## src/rtl/rss_pkg.sv

```systemverilog
package rss_pkg;

    // Static scan configuration, held stable outside reset.
    typedef struct packed {
        logic dir_right;  // 1: tokens move toward higher row indices
        logic dual;       // 1: second token seeded at the centre
        logic full;       // 1: whole chain used, 0: trimmed span
    } scan_cfg_t;

endpackage

```

## src/rtl/rss_range_decode.sv

```systemverilog
module rss_range_decode
    import rss_pkg::*;
#(
    parameter  int NUM_ROWS = 128,
    parameter  int TRIM     = 4,
    localparam int IDX_W    = $clog2(NUM_ROWS)
) (
    input  scan_cfg_t            cfg,
    output logic [IDX_W-1:0]     entry_idx,
    output logic [IDX_W-1:0]     exit_idx,
    output logic [IDX_W-1:0]     mid_idx,
    output logic [NUM_ROWS-1:0]  valid_mask
);

    localparam int HALF = NUM_ROWS / 2;
    localparam logic [IDX_W-1:0] LO_FULL  = '0;
    localparam logic [IDX_W-1:0] HI_FULL  = IDX_W'(NUM_ROWS - 1);
    localparam logic [IDX_W-1:0] LO_SHORT = IDX_W'(TRIM);
    localparam logic [IDX_W-1:0] HI_SHORT = IDX_W'(NUM_ROWS - 1 - TRIM);
    localparam logic [IDX_W-1:0] MID_UP   = IDX_W'(HALF);
    localparam logic [IDX_W-1:0] MID_DN   = IDX_W'(HALF - 1);

    logic [IDX_W-1:0] span_lo;
    logic [IDX_W-1:0] span_hi;

    always_comb begin
        span_lo   = cfg.full ? LO_FULL : LO_SHORT;
        span_hi   = cfg.full ? HI_FULL : HI_SHORT;
        entry_idx = cfg.dir_right ? span_lo : span_hi;
        exit_idx  = cfg.dir_right ? span_hi : span_lo;
        mid_idx   = cfg.dir_right ? MID_UP  : MID_DN;
    end

    // A row is usable either in full mode or when inside the trimmed span.
    for (genvar g = 0; g < NUM_ROWS; g++) begin : g_valid
        localparam bit IN_SHORT = (g >= TRIM) && (g <= NUM_ROWS - 1 - TRIM);
        assign valid_mask[g] = cfg.full | IN_SHORT;
    end

endmodule

```

## src/rtl/rss_shift_core.sv

```systemverilog
module rss_shift_core #(
    parameter  int NUM_ROWS = 128,
    localparam int IDX_W    = $clog2(NUM_ROWS)
) (
    input  logic                 clk,
    input  logic                 rst_n,
    input  logic                 dir_right,
    input  logic                 dual,
    input  logic                 tok_in,
    input  logic [IDX_W-1:0]     entry_idx,
    input  logic [IDX_W-1:0]     mid_idx,
    input  logic [NUM_ROWS-1:0]  valid_mask,
    output logic [NUM_ROWS-1:0]  cells_q
);

    localparam int HALF = NUM_ROWS / 2;

    typedef struct packed {
        logic [NUM_ROWS-1:0] cells;
    } core_t;

    core_t st_d;
    core_t st_q;

    logic [NUM_ROWS-1:0] seed;
    logic [NUM_ROWS-1:0] from_below;
    logic [NUM_ROWS-1:0] from_above;
    logic [NUM_ROWS-1:0] moved;

    // One-hot entry cell, plus the centre cell when two tokens are used.
    for (genvar g = 0; g < NUM_ROWS; g++) begin : g_seed
        assign seed[g] = (entry_idx == IDX_W'(g)) | (dual & (mid_idx == IDX_W'(g)));
    end

    always_comb begin
        from_below = {st_q.cells[NUM_ROWS-2:0], 1'b0};
        from_above = {1'b0, st_q.cells[NUM_ROWS-1:1]};
        // Dual mode splits the chain: nothing crosses the centre.
        if (dual) begin
            from_below[HALF]   = 1'b0;
            from_above[HALF-1] = 1'b0;
        end
        moved      = dir_right ? from_below : from_above;
        st_d.cells = (moved | ({NUM_ROWS{tok_in}} & seed)) & valid_mask;
    end

    always_ff @(posedge clk or negedge rst_n) begin
        if (!rst_n) begin
            st_q <= '0;
        end else begin
            st_q <= st_d;
        end
    end

    assign cells_q = st_q.cells;

endmodule

```

## src/rtl/rss_precharge_gate.sv

```systemverilog
module rss_precharge_gate #(
    parameter int NUM_ROWS = 128
) (
    input  logic                 clk,
    input  logic                 rst_n,
    input  logic                 pre_n,
    input  logic [NUM_ROWS-1:0]  cells,
    input  logic [NUM_ROWS-1:0]  valid_mask,
    output logic [NUM_ROWS-1:0]  row_n
);

    typedef struct packed {
        logic blank;
    } pc_t;

    pc_t  pc_d;
    pc_t  pc_q;
    logic mask_now;

    always_comb begin
        pc_d.blank = ~pre_n;
        // Released without a clock as soon as the request goes away.
        mask_now   = pc_q.blank & ~pre_n;
    end

    always_ff @(posedge clk or negedge rst_n) begin
        if (!rst_n) begin
            pc_q <= '0;
        end else begin
            pc_q <= pc_d;
        end
    end

    for (genvar g = 0; g < NUM_ROWS; g++) begin : g_row
        assign row_n[g] = ~(cells[g] & valid_mask[g] & ~mask_now);
    end

endmodule

```

## src/rtl/row_scan_shifter.sv

```systemverilog
module row_scan_shifter
    import rss_pkg::*;
#(
    parameter  int NUM_ROWS = 128,
    parameter  int TRIM     = 4,
    localparam int IDX_W    = $clog2(NUM_ROWS)
) (
    input  logic                 clk,
    input  logic                 rst_n,
    input  logic                 dir_right,
    input  logic                 dual_mode,
    input  logic                 full_rows,
    input  logic                 pre_n,
    input  logic                 right_tok_i,
    output logic                 right_tok_o,
    output logic                 right_tok_oe,
    input  logic                 left_tok_i,
    output logic                 left_tok_o,
    output logic                 left_tok_oe,
    output logic [NUM_ROWS-1:0]  row_n_o
);

    scan_cfg_t           cfg;
    logic [IDX_W-1:0]    entry_idx;
    logic [IDX_W-1:0]    exit_idx;
    logic [IDX_W-1:0]    mid_idx;
    logic [NUM_ROWS-1:0] valid_mask;
    logic [NUM_ROWS-1:0] cells;
    logic                tok_in;
    logic                exit_bit;

    always_comb begin
        cfg.dir_right = dir_right;
        cfg.dual      = dual_mode;
        cfg.full      = full_rows;
        tok_in        = dir_right ? right_tok_i : left_tok_i;
    end

    rss_range_decode #(
        .NUM_ROWS (NUM_ROWS),
        .TRIM     (TRIM)
    ) u_range (
        .cfg        (cfg),
        .entry_idx  (entry_idx),
        .exit_idx   (exit_idx),
        .mid_idx    (mid_idx),
        .valid_mask (valid_mask)
    );

    rss_shift_core #(
        .NUM_ROWS (NUM_ROWS)
    ) u_core (
        .clk        (clk),
        .rst_n      (rst_n),
        .dir_right  (dir_right),
        .dual       (dual_mode),
        .tok_in     (tok_in),
        .entry_idx  (entry_idx),
        .mid_idx    (mid_idx),
        .valid_mask (valid_mask),
        .cells_q    (cells)
    );

    rss_precharge_gate #(
        .NUM_ROWS (NUM_ROWS)
    ) u_gate (
        .clk        (clk),
        .rst_n      (rst_n),
        .pre_n      (pre_n),
        .cells      (cells),
        .valid_mask (valid_mask),
        .row_n      (row_n_o)
    );

    // The far-end cell flags the departure one edge ahead of the next device.
    always_comb begin
        exit_bit     = cells[exit_idx];
        left_tok_oe  = dir_right;
        right_tok_oe = ~dir_right;
        left_tok_o   = dir_right & exit_bit;
        right_tok_o  = ~dir_right & exit_bit;
    end

endmodule

```

## config.mk

```make
export PLATFORM = sky130hd
export DESIGN_NAME = row_scan_shifter
export DESIGN_NICKNAME = d
export VERILOG_FILES = /design/src/rtl/rss_pkg.sv /design/src/rtl/rss_range_decode.sv /design/src/rtl/rss_shift_core.sv /design/src/rtl/rss_precharge_gate.sv /design/src/rtl/row_scan_shifter.sv
export SDC_FILE = /design/constraint.sdc
export NUM_CORES = 1
export LEC_CHECK = 0
export BUFFER_PORTS_ARGS = -buffer_cell sky130_fd_sc_hd__buf_2
export CELL_PAD_IN_SITES_DETAIL_PLACEMENT = 1
export CELL_PAD_IN_SITES_GLOBAL_PLACEMENT = 2
export CORE_MARGIN = 5
export CORE_UTILIZATION = 37
export CTS_CLUSTER_SIZE = 25
export DETAILED_ROUTE_END_ITERATION = 16
export GPL_ROUTABILITY_DRIVEN = 0
export GPL_TIMING_DRIVEN = 0
export PLACE_DENSITY = 0.89
export REMOVE_ABC_BUFFERS = 1
export SLEW_MARGIN = 20
export SYNTH_ARGS = -nofsm -noshare
export SYNTH_HDL_FRONTEND = slang
export SYNTH_SLANG_ARGS = --single-unit
```

## constraint.sdc

```tcl
create_clock -name clk -period 6.45 [get_ports clk]
set_input_delay 1.6125 -clock clk [delete_from_list [all_inputs] [get_ports clk]]
set_output_delay 1.6125 -clock clk [all_outputs]
set_load 0.05 [all_outputs]
```

Word level (Yosys, flattened, before mapping)
Cells that the tools add are included.
{"block": "totals", "inputBits": 8, "word_cells": 799, "rom_bits": 0, "n_memories": 0, "latch_bits": 0, "out_inout_bits": 132, "mem_bits_rw": 0, "regBits": 129}
{"block": "classes", "mul": 0, "n_eq_ne": 254, "shift": 0, "bitwise_logic": 529, "n_div": 0, "n_lt_le_gt_ge": 1, "n_mux": 11, "add_sub_neg": 0, "reduce_logical": 2}
{"operator": "$eq 7x7->1 const B", "n": 128}
{"operator": "$eq 7x6->1 const B", "n": 64}
{"operator": "$and 1x1->1", "n": 267}
{"operator": "$and 128x128->128", "n": 2}
{"operator": "$eq 7x5->1 const B", "n": 32}
{"operator": "$not 1->1", "n": 131}
{"operator": "$mux 128", "n": 1}
{"operator": "$or 1x1->1", "n": 128}
{"operator": "$or 128x128->128", "n": 1}
{"operator": "$eq 7x4->1 const B", "n": 16}
{"operator": "$eq 7x3->1 const B", "n": 8}
{"operator": "$eq 7x2->1 const B", "n": 4}
{"operator": "$mux 7", "n": 3}
{"operator": "$eq 7x1->1 const B", "n": 2}
{"operator": "$logic_not 7->1", "n": 2}
{"operator": "$lt 7x8->1 const B", "n": 1}
{"operator": "$bmux 1 s7", "n": 1}
{"operator": "$mux 3", "n": 2}
{"operator": "$mux 1", "n": 4}

Longest topological paths before layout
Gate-level depths: netlist of the first run.
{"block": "depth", "depth_word": 7, "depth_mapped": 7, "ltp_nobuf": 4}

By module
From an unflattened synthesis of the first run, not the netlist that was laid out.
{"block": "hier_totals", "hier_cells": 1354, "area_unflattened_um2": 11838.9}
{"module": "rss_shift_core", "seq_area_each_um2": 3203.1, "n_inst": 1, "area_per_inst_um2": 8543.2, "cells_per_inst": 918}
{"module": "row_scan_shifter", "seq_area_each_um2": 0.0, "n_inst": 1, "area_per_inst_um2": 1276.2, "cells_per_inst": 141}
{"module": "rss_range_decode", "seq_area_each_um2": 0.0, "n_inst": 1, "area_per_inst_um2": 1121.1, "cells_per_inst": 150}
{"module": "rss_precharge_gate", "seq_area_each_um2": 25.0, "n_inst": 1, "area_per_inst_um2": 898.4, "cells_per_inst": 145}

Least setup slack after synthesis of the first run
No wires, ideal clock.
{"block": "synth_path", "path_type": "input to output", "start": "in dir_right", "end": "out left_tok_o", "stages": 7, "setup_slack_ns": 1.293, "t_required_ns": 4.838, "path_buffers": 3, "arrival_ns": 3.544, "path_cell_list": "buf_4 > buf_6 > buf_2 > inv_1 > ha_1 > mux2i_1 > nor2_1"}
{"block": "synth_via", "elab_chain_len": 4}
{"item": "start: declaration", "line": "row_scan_shifter.sv:10", "source": "input logic dir_right,"}
{"item": "$mux 7", "line": "rss_range_decode.sv:30", "source": "exit_idx = cfg.dir_right ? span_hi : span_lo;"}
{"item": "$bmux 1 s7", "line": "row_scan_shifter.sv:77", "source": "exit_bit = cells[exit_idx];"}
{"item": "$mux 1 (not written as such)", "line": "row_scan_shifter.sv:77"}
{"item": "$and 1x1->1 (*)", "line": "row_scan_shifter.sv:80", "source": "left_tok_o = dir_right & exit_bit;"}
{"item": "end: declaration", "line": "row_scan_shifter.sv:18", "source": "output logic left_tok_o,"}
Mark *: on every way between the ends. The rest lies on a longest branch, timed or not. The select of a mux whose other input is x is not followed.

Worst setup path after layout of the first run
{"block": "layout_path", "start": "in dir_right", "end": "out right_tok_o"}
{"block": "layout_via", "elab_chain_len": 4, "word_cells_on_any_way": 5, "classes_between": "mux: 3; bitwise: 2"}
{"item": "$mux 7", "line": "rss_range_decode.sv:30"}
{"item": "$bmux 1 s7", "line": "row_scan_shifter.sv:77"}
{"item": "$mux 1 (not written as such)", "line": "row_scan_shifter.sv:77"}
{"item": "$and 1x1->1 (*)", "line": "row_scan_shifter.sv:81", "source": "right_tok_o = ~dir_right & exit_bit;"}
{"item": "end: declaration", "line": "row_scan_shifter.sv:15", "source": "output logic right_tok_o,"}
Marked as above.

==> results of run 1 <==
-- area by class of cell --
| type | instances | area [um2] | share of cell area (%) |
|---|---|---|---|
| timing repair buffer | 142 | 787.0 | 11.15 |
| inverter | 4 | 15.01 | 0.2127 |
| sequential | 129 | 3228 | 45.72 |
| tap | 188 | 235.2 | 3.332 |
| clock inverter | 13 | 183.9 | 2.605 |
| clock buffer | 19 | 442.9 | 6.273 |
| multi-input combinational | 283 | 2168 | 30.71 |
-- worst paths after layout --
kind                                     from                  end  slack [ps]  cells past startpoint
max                                 dir_right          right_tok_o        1720                      6
min in group asynchronous               rst_n  u_core.cells_q[126]        1180                      1
max in group asynchronous               rst_n   u_core.cells_q[53]        4530                      2
min                        u_core.cells_q[33]   u_core.cells_q[34]         530                      1
max reg2reg                 u_core.cells_q[1]    u_core.cells_q[0]        5620                      2
min reg2reg                u_core.cells_q[33]   u_core.cells_q[34]         530                      1
-- registers in the layout, indices dropped and copies added, names as in the netlist --
signal	flops
u_gate.pc_q	1
u_core.cells_q	128
-- synthesized netlist by cell type (all sizes together) --
| cell | count | share of area, % |
|---|---|---|
| dfrtp | 129 | 58 |
| nand2 | 123 | 8.3 |
| mux2 | 116 | 25 |
| buf | 31 | 3.3 |
| mux2i | 10 | 1.8 |
| nor2 | 9 | 0.60 |
| nand3 | 8 | 0.72 |
| a21oi | 6 | 0.60 |
| a211oi | 4 | 0.54 |
| ha | 4 | 0.90 |
| inv | 3 | 0.20 |
| a311oi | 1 | 0.27 |
| clkinv | 1 | 0.067 |
| nand2b | 1 | 0.11 |
| o21ai | 1 | 0.089 |
-- power groups by stage --
stage | Combinational [mW] | Sequential (mW) | Clock [mW]
after floorplan | 0.480 | 0.987 | 0
after global placement | 0.624 | 1.02 | 0
after detailed placement | 0.638 | 1.02 | 0
after CTS | 0.641 | 1.01 | 1.04
after global routing | 0.670 | 1.03 | 1.07
final | 0.631 | 1.01 | 1.01
-- routing by layer --
| metal | part of all wire, % | vias up | global-route usage, % |
|---|---|---|---|
| met5 | 0 | - | 0 |
| met4 | 1.3 | 0 | 4.330 |
| met3 | 6.5 | 18 | 5.894 |
| met2 | 50 | 88 | 24.46 |
| met1 | 42 | 1876 | 17.38 |
| li1 | - | 1760 | - |
-- worst max-delay path, stage by stage --
cell	delay [ps]
buf_8	380
inv_1	200
ha_1	400
mux2i_1	140
nor2_1	90
buf_2	270
-- logic make-up after synthesis --
logic type | count (synthesis) | share of synthesized area [%]
AO/OA/AOI/OAI | 12 | 1.500
flip-flops | 129 | 57.76
multiplexers | 126 | 26.57
buffers and inverters | 35 | 3.582
AND/OR/NAND/NOR | 141 | 9.693
adder cells (fa/ha/maj) | 4 | 0.8955
-- stage by stage --
| stage | power [mW] | setup TNS [ps] | std cells | worst slack [ps] | cell area (um2) |
|---|---|---|---|---|---|
| 2_1_floorplan | 1.467 | -265.2 | 416 | -33.15 | 5404 |
| 3_3_place_gp | 1.642 | -60050 | 743 | -724.5 | 6335 |
| 3_5_place_dp | 1.663 | 0 | 746 | 1700 | 6434 |
| 4_1_cts | 2.693 | 0 | 778 | 1693 | 7061 |
| 5_1_grt | 2.766 | 0 | 778 | 1588 | 7061 |
| 6_report | 2.652 | 0 | 778 | 1719 | 7061 |
==> flow_metrics.tcl, run 1 <==
set metrics [dict create \
    drv_cap 0 \
    pwr-share-clk_pct 38.2 \
    endpoint_kind "output pin" \
    whs_ps 532.0 \
    grt_pass1_vias 4042 \
    hold_buffers 0 \
    hpwl_um 8542 \
    synth_area_per_cell_um2 12.50 \
    drive_gt1_share_pct 49.49 \
    max_slew_margin_pct 50.64 \
    start_util_pct 37.18 \
    ios 140 \
    rsz0062_at_grt "false" \
    finClkSkew_ps 5.018 \
    cts_tree "yes" \
    insertion_delay_ps 410 \
    finalMaxSlewViolations 0 \
    fp.dieH_um 132.9 \
    utilization_pct 46.97 \
    p_comb_share_pct 23.8 \
    io_buffer_count 139 \
    start_kind "primary input" \
    crit_type "primary input to output pin" \
    clkSinkCount 129 \
    ys_seq_area_share_pct 57.76 \
    die_w_um 132.9 \
    post-cts-setup-buffer-count 0 \
    nFillCells 1617 \
    numCtsBuffers 17 \
    yosysWarnings 0 \
    grt_antenna_before_repair 0 \
    ys_seq_elements 129 \
    critPathArrivalTime_ps 3120 \
    via_per_inst 4.810 \
    worstPathRequired_ps 4840 \
    seqPwrFrac_pct 38.0 \
    leakage_nw 3.361 \
    clockRootBuffer "clkbuf_16" \
    ys_types 19 \
    num_antenna_cells 0 \
    nNetsFinal 589 \
    period_share_pct 73.35 \
    clock.fmax_ghz 0.2114 \
    grt_usage_pct 14.63 \
    ctsResizeCount 0 \
    final_common_cell "buf_2" \
    clockBufferDepth 2 \
    drt_iter0_markers 123 \
    vias 3742 \
    switching_share_pct 33.73 \
    post-route-min-period_ps 4731 \
    htree_levels 4 \
    power.switching_mw 0.8944 \
    drcViolationCount 0 \
    wl_um 12460 \
    postRouteAntennaNets 0 \
    synth_cells 447 \
    clk_pin_slew_ps 60 \
    grt_max_degree 80 \
    dieArea_um2 17660 \
    power_density_nw_per_um2 375.6 \
    area_growth_pct 26.33 \
    status "finished, final reports clean" \
    grt_pass1_wl_um 21030 \
    ir_worst_vdd_v 0.0002082 \
    gr-total-overflow 0 \
    hp-class "flip-flop to flip-flop" \
    layout_common_cells "137 x buf_2, 129 x dfrtp_1, 123 x nand2_1, 95 x mux2_2, 21 x mux2_4" \
    tightest_slew_ps 740.3 \
    coreArea_um2 15030 \
    synth_area_um2 5589 \
    cellInternalPower_mw 1.757 \
    avgRoutedWirePerCell_um 16.02 \
    crit_fanout 61 \
    final-hold-violation-count 0 \
    rows 45 \
    finalSetupViolations 0 \
    drtPass1Iterations 4 \
]
Note: power is estimated with default switching activity, not from simulation.
==> inputs of run 2 (changes only) <==
Settings changed: CORE_UTILIZATION 37 to 35, PLACE_DENSITY 0.89 to 0.85.
Clock period 6.45 ns to 4.8 ns, I/O delays scaled along.
==> run 2 against run 1 <==
Flip-flop and latch count unchanged. Critical endpoint unchanged. Sequential power rose by 35%. Register-to-register slack worse by 1600 ps. Final area rose by 0.32%. Combinational power grew 35%. Largest cell class unchanged. Setup slack got worse by 820 ps. Count of clock-buffer cells in the layout up 1. Clock power rose by 30%. Wire length increased by 2.9%. Highest routed layer unchanged.
==> flow_metrics.tcl, run 2 (synthesis results as in run 1) <==
set metrics [dict create \
    status "finished, final reports clean" \
    ios 140 \
    final-hold-violation-count 0 \
    hp-class "flip-flop to flip-flop" \
    nNetsFinal 589 \
    power.switching_mw 1.202 \
    clockRootBuffer "clkbuf_16" \
    num_antenna_cells 0 \
    ctsResizeCount 0 \
    clk_pin_slew_ps 60 \
    period_share_pct 81.31 \
    finalSetupViolations 0 \
    area_growth_pct 26.73 \
    post-cts-setup-buffer-count 0 \
    seqPwrFrac_pct 38.6 \
    hold_buffers 0 \
    pwr-share-clk_pct 37.2 \
    dp.cells 774 \
    tightest_slew_ps 689.3 \
    wl_um 12820 \
    io_buffer_count 139 \
    die_w_um 136.4 \
    start_util_pct 35.44 \
    coreArea_um2 15770 \
    numCtsBuffers 17 \
    multiInputGateArea_um2 2168 \
    finClkSkew_ps 10.26 \
    ir_worst_vdd_v 0.0002554 \
    critPathArrivalTime_ps 2700 \
    clkSinkCount 129 \
    grt_max_degree 82 \
    cts_tree "yes" \
    clock.fmax_ghz 0.2562 \
    r2r_cells 2 \
    switching_share_pct 34.21 \
    fp.dieH_um 136.4 \
    drcViolationCount 0 \
    power_density_nw_per_um2 496.0 \
    finalNonFillerCells 806 \
    htree_levels 4 \
    layout_common_cells "137 x buf_2, 129 x dfrtp_1, 123 x nand2_1, 95 x mux2_2, 21 x mux2_4" \
    grt_antenna_before_repair 0 \
    drv_cap 0 \
    insertion_delay_ps 410 \
    post-route-min-period_ps 3903 \
    crit_type "primary input to output pin" \
    leakage_nw 3.347 \
    grt_pass1_vias 4068 \
    p_comb_share_pct 24.2 \
    tns_ps 0 \
    hpwl_um 8816 \
    via_per_inst 4.615 \
    drtPass1Iterations 4 \
    final_common_cell "buf_2" \
    worstPathRequired_ps 3600 \
    gr-total-overflow 0 \
    dieArea_um2 18600 \
    endpoint_kind "output pin" \
    rows 46 \
    clockBufferDepth 2 \
    drt_iter0_markers 161 \
    nFillCells 1745 \
    drive_gt1_share_pct 49.32 \
    max_slew_margin_pct 54.05 \
    postRouteAntennaNets 0 \
    whs_path_depth 1 \
    cellInternalPower_mw 2.311 \
    grt_pass1_wl_um 21230 \
    crit_fanout 11 \
    grt_usage_pct 14.43 \
    vias 3720 \
    register_area_um2 3228 \
    finalMaxSlewViolations 0 \
    start_kind "primary input" \
    largest_reg_flops 128 \
    rsz0062_at_grt "false" \
    avgRoutedWirePerCell_um 15.91 \
]
[run 2: cell types whose count changed in the layout (fill, tap and decap cells not counted), sizes merged]
cell	change
clkbuf	+1
inv	-2
bufinv	-1
clkinv	+1
clkinvlp	+1
[run 2: worst paths after layout]
| check | start | end | slack (ps) |
|---|---|---|---|
| min | u_core.cells_q[29] | u_core.cells_q[28] | 530 |
| min reg2reg | u_core.cells_q[29] | u_core.cells_q[28] | 530 |
| min in group asynchronous | rst_n | u_core.cells_q[126] | 770 |
| max in group asynchronous | rst_n | u_core.cells_q[56] | 3300 |
| max reg2reg | u_core.cells_q[124] | u_core.cells_q[123] | 3990 |
| max | full_rows | right_tok_o | 900 |
[run 2: layout make-up]
| type | count | area share, % |
|---|---|---|
| clock buffers | 20 | 6.306 |
| flip-flops and latches | 129 | 45.58 |
| multi-input cells | 283 | 30.61 |
| clock inverters | 12 | 2.261 |
| repair buffers | 142 | 11.22 |
| well taps | 216 | 3.816 |
| inverters | 4 | 0.2120 |
[run 2: critical path, cell delays in order]
cell	delay, ps
buf_2	220
clkinv_1	330
ha_1	470
mux2i_1	200
nor2_1	60
buf_2	220
[run 2: power by group through the flow]
stage	Clock (mW)	Sequential, mW	Combinational [mW]
final	1.31	1.36	0.852
after global routing	1.40	1.38	0.905
after CTS	1.34	1.36	0.863
after detailed placement	0	1.38	0.861
after global placement	0	1.37	0.840
after floorplan	0	1.33	0.644
[run 2: stage by stage]
stage / hold WS [ps] / setup WS, ps / utilization, % / area [um2] / total power [mW]
CTS: 537.0 / 913.2 / 44.91 / 7083 / 3.567
global route: 547.2 / 776.4 / 44.91 / 7083 / 3.681
floorplan: 468.1 / -858.2 / - / 5404 / 1.971
global placement: 511.2 / -1541 / 40.39 / 6370 / 2.206
detailed placement: 520.7 / 914.6 / 41.07 / 6476 / 2.239
finish: 531.9 / 897.1 / 44.91 / 7083 / 3.513
[run 2: metal layers]
metal  GRT usage (%)  up-vias  wire (um)
met3           6.107       11        922
met5               0        -          0
met4           3.975        0        114
li1                -     1757          -
met1           17.67     1855       5514
met2           23.45       97       6272
==> inputs of run 3 (changes only) <==
Settings changed: CORE_UTILIZATION 35 to 31, PLACE_DENSITY 0.85 to 0.8.
Clock period 4.8 ns to 3.1 ns, I/O delays scaled along.
==> run 3 against run 2 <==
Clock skew is 3.0 ps lower. Clock power is 48% higher. Flip-flop and latch count stayed put. Setup slack worse by 780 ps. Final cell count is 1.9% higher. Critical path depth is 1 higher. Combinational power is 56% higher. Critical path type unchanged. Critical endpoint unchanged.
==> flow_metrics.tcl, run 3 (synthesis results as in run 1) <==
set metrics [dict create \
    finalMaxSlewViolations 0 \
    ff2ff_setup_slack_ps 2270 \
    clock.fmax_ghz 0.3347 \
    crit_buf_inv 4 \
    r2r_end "u_core.cells_q[0]" \
    final-hold-violation-count 0 \
    htree_levels 4 \
    nNetsFinal 591 \
    critical_path.max_stage_delay_ps 350 \
    critical-path-top-delay-family "buffers and inverters" \
    wl_um 13610 \
    nFillCells 1947 \
    start_util_pct 31.33 \
    grt_antenna_before_repair 0 \
    max_slew_margin_pct 59.06 \
    power_density_nw_per_um2 750.0 \
    crit_fanout 40 \
    drcViolationCount 0 \
    total_power_mw 5.364 \
    hpwl_um 9040 \
    worstPathCellList "buf_16 -> buf_16 -> inv_1 -> ha_1 -> mux2i_1 -> nor2_1 -> buf_2" \
    crit_top_cell "buf_16" \
    grt_max_degree 80 \
    drtPass1Iterations 3 \
    drt_iter0_markers 106 \
    dieArea_um2 20820 \
    worstPathRequired_ps 2320 \
    leakage_nw 3.381 \
    status "finished, final reports clean" \
    cts_tree "yes" \
    fp.dieH_um 144.3 \
    rows 49 \
    final_common_cell "buf_2" \
    rsz0062_at_grt "false" \
    finalNonFillerCells 821 \
    whs_ps 270.8 \
    post-cts-setup-buffer-count 0 \
    numCtsBuffers 17 \
    crit_type "primary input to output pin" \
    rr_startpoint "u_core.cells_q[1]" \
    start_kind "primary input" \
    clk_pin_slew_ps 60 \
    vias 3729 \
    crit_start "dir_right" \
    place_ws_ps -357.3 \
    hp-class "primary input to async pin" \
    postRouteAntennaNets 0 \
    layout_common_cells "137 x buf_2, 129 x dfrtp_1, 123 x nand2_1, 95 x mux2_2, 21 x mux2_4" \
    critPathSlowestCell "ha_1" \
    drv_cap 0 \
    period_share_pct 96.37 \
    clockRootBuffer "clkbuf_16" \
    drive_gt1_share_pct 49.49 \
    critPathArrivalTime_ps 2210 \
    coreArea_um2 17840 \
    num_antenna_cells 0 \
    io_buffer_count 139 \
    finClkSkew_ps 7.241 \
    finalSetupViolations 0 \
    avgRoutedWirePerCell_um 16.57 \
    tightest_slew_ps 614.0 \
    largest_reg_flops 128 \
    endpoint "right_tok_o" \
    grt_pass1_vias 4217 \
    via_per_inst 4.542 \
    ir_worst_vdd_v 0.0004101 \
    clockBufferDepth 2 \
    ios 140 \
    r2r_cells 2 \
    setup_ws_ps 112.5 \
    gr-total-overflow 0 \
    dp.cells 787 \
    grt_usage_pct 13.70 \
    endpoint_kind "output pin" \
    insertion_delay_ps 400 \
    path_depth 7 \
    die_w_um 144.3 \
    area_growth_pct 27.96 \
    post-route-min-period_ps 2987 \
    grt_pass1_wl_um 22740 \
    clkSinkCount 129 \
    tns_ps 0 \
]
[run 3: metrics by stage]
stage | util, % | cell area [um2]
2_1_floorplan | - | 5404
3_5_place_dp | 36.41 | 6496
3_3_place_gp | 35.79 | 6386
4_1_cts | 40.07 | 7148
5_1_grt | 40.09 | 7152
6_report | 40.09 | 7152
[run 3: where the power goes]
group	total, mW	switching [mW]	internal [mW]
Sequential	2.10	0.186	1.91
Combinational	1.33	0.936	0.389
Clock	1.94	0.718	1.22
Total	5.36	1.84	3.52
[run 3: timing repair]
item                       CTS  global route
pin swaps                    0             0
gates cloned                 2             0
resized for setup            2             1
hold buffers                 0             0
hold endpoints to repair     0             0
setup endpoints to repair    2             2
[run 3: layer usage]
| metal | share of wire, % | up-vias | track usage [%] | routed length (um) |
|---|---|---|---|---|
| met1 | 45 | 1850 | 17.82 | 6066 |
| met5 | 0 | - | 0 | 0 |
| li1 | - | 1777 | - | - |
| met3 | 6.1 | 13 | 4.067 | 830 |
| met4 | 1.2 | 0 | 3.976 | 164 |
| met2 | 48 | 89 | 22.29 | 6547 |
[run 3: worst min-delay path by stage]
| stage | startpoint | to | slack [ps] | cells past startpoint |
|---|---|---|---|---|
| 5_1_grt | rst_n | u_core.cells_q[125] | 290 | 1 |
| 6_report | rst_n | u_core.cells_q[125] | 270 | 1 |
| 2_1_floorplan | u_core.cells_q[62] | u_core.cells_q[63] | 470 | 2 |
| 4_1_cts | rst_n | u_core.cells_q[124] | 270 | 1 |
| 3_5_place_dp | u_core.cells_q[26] | u_core.cells_q[25] | 520 | 1 |
| 3_3_place_gp | u_core.cells_q[62] | u_core.cells_q[63] | 510 | 2 |
[run 3: final cells by class]
class | instances | area, um2 | area share (%)
Tap cell | 229 | 286.5 | 4.006
Multi-Input combinational cell | 283 | 2168 | 30.32
Sequential cell | 129 | 3228 | 45.14
Clock buffer | 22 | 464.2 | 6.491
Inverter | 4 | 18.77 | 0.2624
Clock inverter | 10 | 110.1 | 1.540
Timing Repair Buffer | 144 | 875.8 | 12.25
